**src/rtl/ld_gate_pkg.sv**
```systemverilog
package ld_gate_pkg;
  // data source reported at resolution
  typedef enum logic {
    SRC_DC = 1'b0,
    SRC_SQ = 1'b1
  } ld_src_e;

  typedef struct packed {
    logic sq_en;
    logic dc_en;
  } probe_t;

  localparam probe_t PROBE_BOTH = '{sq_en: 1'b1, dc_en: 1'b1};
endpackage

```
**src/rtl/ld_gate_table.sv**
```systemverilog
module ld_gate_table #(
  parameter int IDX_W = 6,
  parameter int CTR_W = 2,
  parameter int INIT  = 1
) (
  input  logic             clk,
  input  logic             rst,
  input  logic [IDX_W-1:0] rd_idx,
  output logic [CTR_W-1:0] rd_ctr,
  input  logic             upd_en,
  input  logic [IDX_W-1:0] upd_idx,
  input  logic             upd_to_sq
);
  localparam int DEPTH = 1 << IDX_W;
  localparam logic [CTR_W-1:0] CMAX  = {CTR_W{1'b1}};
  localparam logic [CTR_W-1:0] CMIN  = '0;
  localparam logic [CTR_W-1:0] CINIT = CTR_W'(INIT);

  logic [CTR_W-1:0] mem [DEPTH];
  logic [CTR_W-1:0] upd_cur;
  logic [CTR_W-1:0] upd_nxt;

  assign upd_cur = mem[upd_idx];
  assign rd_ctr  = mem[rd_idx];

  always_comb begin
    upd_nxt = upd_cur;
    if (upd_to_sq) begin
      if (upd_cur != CMAX) upd_nxt = upd_cur + 1'b1;
    end else begin
      if (upd_cur != CMIN) upd_nxt = upd_cur - 1'b1;
    end
  end

  always_ff @(posedge clk) begin
    if (rst) begin
      for (int i = 0; i < DEPTH; i++) mem[i] <= CINIT;
    end else if (upd_en) begin
      mem[upd_idx] <= upd_nxt;
    end
  end
endmodule

```
**src/rtl/ld_gate_decide.sv**
```systemverilog
module ld_gate_decide
  import ld_gate_pkg::*;
#(
  parameter int CTR_W = 2
) (
  input  logic [CTR_W-1:0] ctr,
  input  logic             loop_mode,
  input  logic             cfg_sq_gate,
  input  logic             cfg_dc_gate,
  output probe_t           probe,
  input  logic             res_valid,
  input  ld_src_e          res_src,
  input  logic             res_sq_probed,
  input  logic             res_dc_probed,
  output logic             need_replay,
  output logic             replay_with_sq
);
  localparam logic [CTR_W-1:0] CMID = CTR_W'(1 << (CTR_W - 1));

  logic pred_sq;
  logic sq_missed;
  logic dc_missed;

  assign pred_sq = (ctr >= CMID);

  always_comb begin
    probe = PROBE_BOTH;
    if (loop_mode) begin
      if (cfg_sq_gate && !pred_sq) probe.sq_en = 1'b0;
      if (cfg_dc_gate &&  pred_sq) probe.dc_en = 1'b0;
    end
  end

  assign sq_missed      = (res_src == SRC_SQ) && !res_sq_probed;
  assign dc_missed      = (res_src == SRC_DC) && !res_dc_probed;
  assign need_replay    = res_valid && (sq_missed || dc_missed);
  assign replay_with_sq = res_valid && sq_missed;
endmodule

```
**src/rtl/ld_gate_pred.sv**
```systemverilog
module ld_gate_pred
  import ld_gate_pkg::*;
#(
  parameter int PC_W   = 32,
  parameter int PC_LSB = 2,
  parameter int IDX_W  = 6,
  parameter int CTR_W  = 2
) (
  input  logic            clk,
  input  logic            rst,
  input  logic            loop_mode,
  input  logic            cfg_sq_gate,
  input  logic            cfg_dc_gate,
  input  logic            iss_valid,
  input  logic [PC_W-1:0] iss_pc,
  input  logic            res_valid,
  input  logic [PC_W-1:0] res_pc,
  input  logic            res_from_sq,
  input  logic            res_sq_probed,
  input  logic            res_dc_probed,
  output logic            ld_valid,
  output logic            sq_en,
  output logic            dc_en,
  output logic            replay_req,
  output logic            replay_sq_en
);
  localparam int CTR_INIT = 1;

  logic [IDX_W-1:0] iss_idx;
  logic [IDX_W-1:0] res_idx;
  logic [CTR_W-1:0] iss_ctr;
  probe_t           probe;
  logic             need_replay;
  logic             replay_with_sq;
  ld_src_e          res_src;

  assign iss_idx = iss_pc[PC_LSB +: IDX_W];
  assign res_idx = res_pc[PC_LSB +: IDX_W];
  assign res_src = res_from_sq ? SRC_SQ : SRC_DC;

  ld_gate_table #(
    .IDX_W(IDX_W),
    .CTR_W(CTR_W),
    .INIT (CTR_INIT)
  ) u_table (
    .clk      (clk),
    .rst      (rst),
    .rd_idx   (iss_idx),
    .rd_ctr   (iss_ctr),
    .upd_en   (res_valid),
    .upd_idx  (res_idx),
    .upd_to_sq(res_from_sq)
  );

  ld_gate_decide #(
    .CTR_W(CTR_W)
  ) u_decide (
    .ctr           (iss_ctr),
    .loop_mode     (loop_mode),
    .cfg_sq_gate   (cfg_sq_gate),
    .cfg_dc_gate   (cfg_dc_gate),
    .probe         (probe),
    .res_valid     (res_valid),
    .res_src       (res_src),
    .res_sq_probed (res_sq_probed),
    .res_dc_probed (res_dc_probed),
    .need_replay   (need_replay),
    .replay_with_sq(replay_with_sq)
  );

  always_ff @(posedge clk) begin
    if (rst) begin
      ld_valid     <= 1'b0;
      sq_en        <= 1'b1;
      dc_en        <= 1'b1;
      replay_req   <= 1'b0;
      replay_sq_en <= 1'b0;
    end else begin
      ld_valid     <= iss_valid;
      sq_en        <= iss_valid ? probe.sq_en : 1'b1;
      dc_en        <= iss_valid ? probe.dc_en : 1'b1;
      replay_req   <= need_replay;
      replay_sq_en <= replay_with_sq;
    end
  end
endmodule

```
**config.mk**
```make
export PLATFORM = sky130hd
export DESIGN_NAME = ld_gate_pred
export DESIGN_NICKNAME = d
export VERILOG_FILES = /design/src/rtl/ld_gate_pkg.sv /design/src/rtl/ld_gate_table.sv /design/src/rtl/ld_gate_decide.sv /design/src/rtl/ld_gate_pred.sv
export SDC_FILE = /design/constraint.sdc
export NUM_CORES = 1
export LEC_CHECK = 0
export ABC_AREA = 1
export BUFFER_PORTS_ARGS = -buffer_cell sky130_fd_sc_hd__buf_2
export CAP_MARGIN = 20
export CORE_ASPECT_RATIO = 1.25
export CORE_UTILIZATION = 60
export DETAILED_ROUTE_END_ITERATION = 6
export PLACE_DENSITY = 0.81
export SYNTH_ARGS = -nofsm -noshare
export SYNTH_HDL_FRONTEND = slang
export SYNTH_SLANG_ARGS = --single-unit
```
**constraint.sdc**
```tcl
create_clock -name clk -period 3.05 [get_ports clk]
set_clock_uncertainty 0.15 [all_clocks]
set_input_delay 0.4575 -clock clk [delete_from_list [all_inputs] [get_ports clk]]
set_output_delay 0.4575 -clock clk [all_outputs]
set_load 0.02 [all_outputs]
```
==> flow_metrics.env <==
export IMPL_status="completed"
export IMPL_power_mw=4.533
export IMPL_worstSetupPathType="in -> reg"
export IMPL_worst_slack_ps=572.0
export IMPL_fin_nets=1137
export IMPL_hold_ws_ps=77.15
export IMPL_nFillCells=1009
export IMPL_numClockSinks=133
export IMPL_post_cts_resized=0
export IMPL_swShare_pct=26.53
export IMPL_grt_antenna_before_repair=0
export IMPL_root_buffer="clkbuf_16"
export IMPL_clk_pin_slew_ps=50
export IMPL_synth_edff_count=128
export IMPL_instances_no_fill=1243
export IMPL_viasPerCell=5.705
export IMPL_min_period_ps=2478
export IMPL_async_flop_share_pct=0
export IMPL_synth_most_common_cell="nand2_1"
export IMPL_drt_iter0_drc=949
export IMPL_holdBufCountCts=0
export IMPL_yosysTopAreaCell="edfxtp_1"
export IMPL_port_buffers=26
export IMPL_use_met3_pct=7.596
export IMPL_synth_fp_nets=1123
export IMPL_p_int_mw=3.331
export IMPL_syn_area_um2=7769
export IMPL_clockBufferDepth=2
export IMPL_final_area_um2=8622
export IMPL_vias=7091
export IMPL_required_ps=3050
export IMPL_grt_first_pass_wirelength_um=33050
export IMPL_gr_usage_met2_pct=55.07
export IMPL_dp_hpwl_um=13250
export IMPL_cts_setup_buffers=0
export IMPL_p_sw_mw=1.202
export IMPL_synth_top_area_share_pct=49.48
export IMPL_placed_area_um2=8098
export IMPL_critPathArrivalTime_ps=2480
export IMPL_ys_warnings_count=0
export IMPL_htree_num_levels=4
export IMPL_wire_per_inst_um=16.80
export IMPL_multiInputGateArea_um2=3062
export IMPL_seqCellArea_um2=3944
export IMPL_tightest_slew_ps=871.1
export IMPL_drt_pass1_iterations=7
export IMPL_pwr_share_seq_pct=45.5
export IMPL_hold_viol=0
export IMPL_yosysSeqAreaShare_pct=50.77
export IMPL_grt_usage_pct=32.59
export IMPL_min_path_type="in -> reg"
export IMPL_ir_worst_vdd_mv=0.3388
export IMPL_gp_congestion=0.9055
export IMPL_grt_ovfl_total=0
export IMPL_initial_utilization_pct=61.35
export IMPL_synth_cell_types=27
export IMPL_antenna_cells=0
export IMPL_grt_util_met1_pct=37.25
export IMPL_syn_avg_cell_area_um2=7.406
export IMPL_drc=0
export IMPL_core_area_um2=12660
export IMPL_drv_cap=0
export IMPL_ant_nets=0
export IMPL_grt_max_degree=65
export IMPL_cts_buffers_inserted=17
export IMPL_busiest_layer="met2"
export IMPL_fin_util_pct=68.09
export IMPL_crit_path_max_fanout=27
export IMPL_synth_common_cells="nand2_1 (379), nor2_1 (175), edfxtp_1 (128), inv_1 (114), nand3_1 (100)"
export IMPL_pre_cts_slack_ps=204.2
export IMPL_fp_dieW_um=103.8
export IMPL_ys_ff_latch=133
export IMPL_rows=46
export IMPL_slew_viol_final=0
export IMPL_grt_pass1_vias=6711
export IMPL_layout_drive_gt1_share_pct=8.651
export IMPL_p_clk_share_pct=40.5
export IMPL_start_kind="input port"
export IMPL_dieArea_um2=13410
export IMPL_clk_latency_ps=430
export IMPL_areaGrowthSynthToFinish_pct=10.98
export IMPL_tritoncts="yes"
export IMPL_period_share_pct=81.25
export IMPL_maxSlewHeadroom_pct=41.87
export IMPL_max_freq_ghz=0.4036
export IMPL_cp_end_kind="flip-flop"
export IMPL_wl_um=20890
export IMPL_final_setup_tns_ps=0
export IMPL_ys_top_cells_by_area="edfxtp_1 (49%), nand2_1 (18%), nor2_1 (8.5%), nand3_1 (6.4%), inv_1 (5.5%)"
export IMPL_grt_setup_unrepaired="no"
export IMPL_powerDensity_nw_per_um2=525.8
export IMPL_die_y_um=129.2
export IMPL_ios=79
export IMPL_finalSetupViolCount=0
export IMPL_leakagePower_nw=3.525
export IMPL_pwr_share_comb_pct=14.0
export IMPL_syn_inst=1049
export IMPL_synth_flop_cell="edfxtp_1"
export IMPL_dpl_cell_count=1212
logic make-up (layout without fill, tap and decap cells):
logic type | count (synthesis) | count (layout) | share of synthesized area, %
AND/OR/NAND/NOR | 676 | 676 | 35.05
buffers and inverters | 178 | 204 | 9.857
flip-flops | 133 | 133 | 50.77
AO/OA/AOI/OAI | 62 | 62 | 4.332
final cells by class:
class                           count  area share [%]
Inverter                          117           5.094
Multi-Input combinational cell    738           35.51
Sequential cell                   133           45.74
Clock inverter                     11           1.016
Timing Repair Buffer               56           5.137
Clock buffer                       20           5.065
Tap cell                          168           2.438
sequential cells by signal (all words and copies together) (netlist names):
signal        flops
replay_sq_en      1
dc_en             1
sq_en             1
replay_req        1
ld_valid          1
u_table.mem     128
worst max-delay path: stages:
cell	delay, ps
buf_2	300
inv_2	180
buf_4	250
nand2_1	90
nand2_1	60
nand2_1	60
nand2_1	70
nand2_1	100
nand2_1	70
nor2_2	140
nand2_1	90
nand2_2	110
buf_4	340
nand3_1	150
power groups by stage:
| stage | clock network, mW | logic [mW] | registers, mW |
|---|---|---|---|
| after detailed placement | 0 | 0.616 | 2.10 |
| after CTS | 1.83 | 0.620 | 2.06 |
| after global placement | 0 | 0.609 | 2.10 |
| after floorplan | 0 | 0.413 | 2.09 |
| final | 1.84 | 0.636 | 2.06 |
| after global routing | 1.90 | 0.687 | 2.07 |
metal layers:
metal / part of all wire, % / wire length, µm
met3: 11 / 2388
met2: 47 / 9819
met5: 0 / 0
met4: 6.1 / 1279
met1: 35 / 7401
layout by cell type (no fill, tap or decap), drive strengths merged, types with 11 or more instances in the layout:
cell type,netlist,final
inv,117,117
nor2,177,177
buf,42,56
nand3,101,101
o21ai,37,37
a21oi,11,11
clkbuf,19,20
edfxtp,128,128
nand2,381,381
worst paths after layout:
kind                                    start  slack, ps                               end  cells after the start
min reg2reg  u_table.mem[21][1]$_SDFFCE_PN0P_        810                  sq_en$_SDFF_PP1_                      8
max                                 res_pc[3]        570  u_table.mem[46][0]$_SDFFCE_PN1P_                     14
max reg2reg  u_table.mem[28][1]$_SDFFCE_PN0P_        760  u_table.mem[46][0]$_SDFFCE_PN1P_                     10
min                                       rst         80               ld_valid$_SDFF_PP0_                      2
Power figures use the tool's default switching activity.
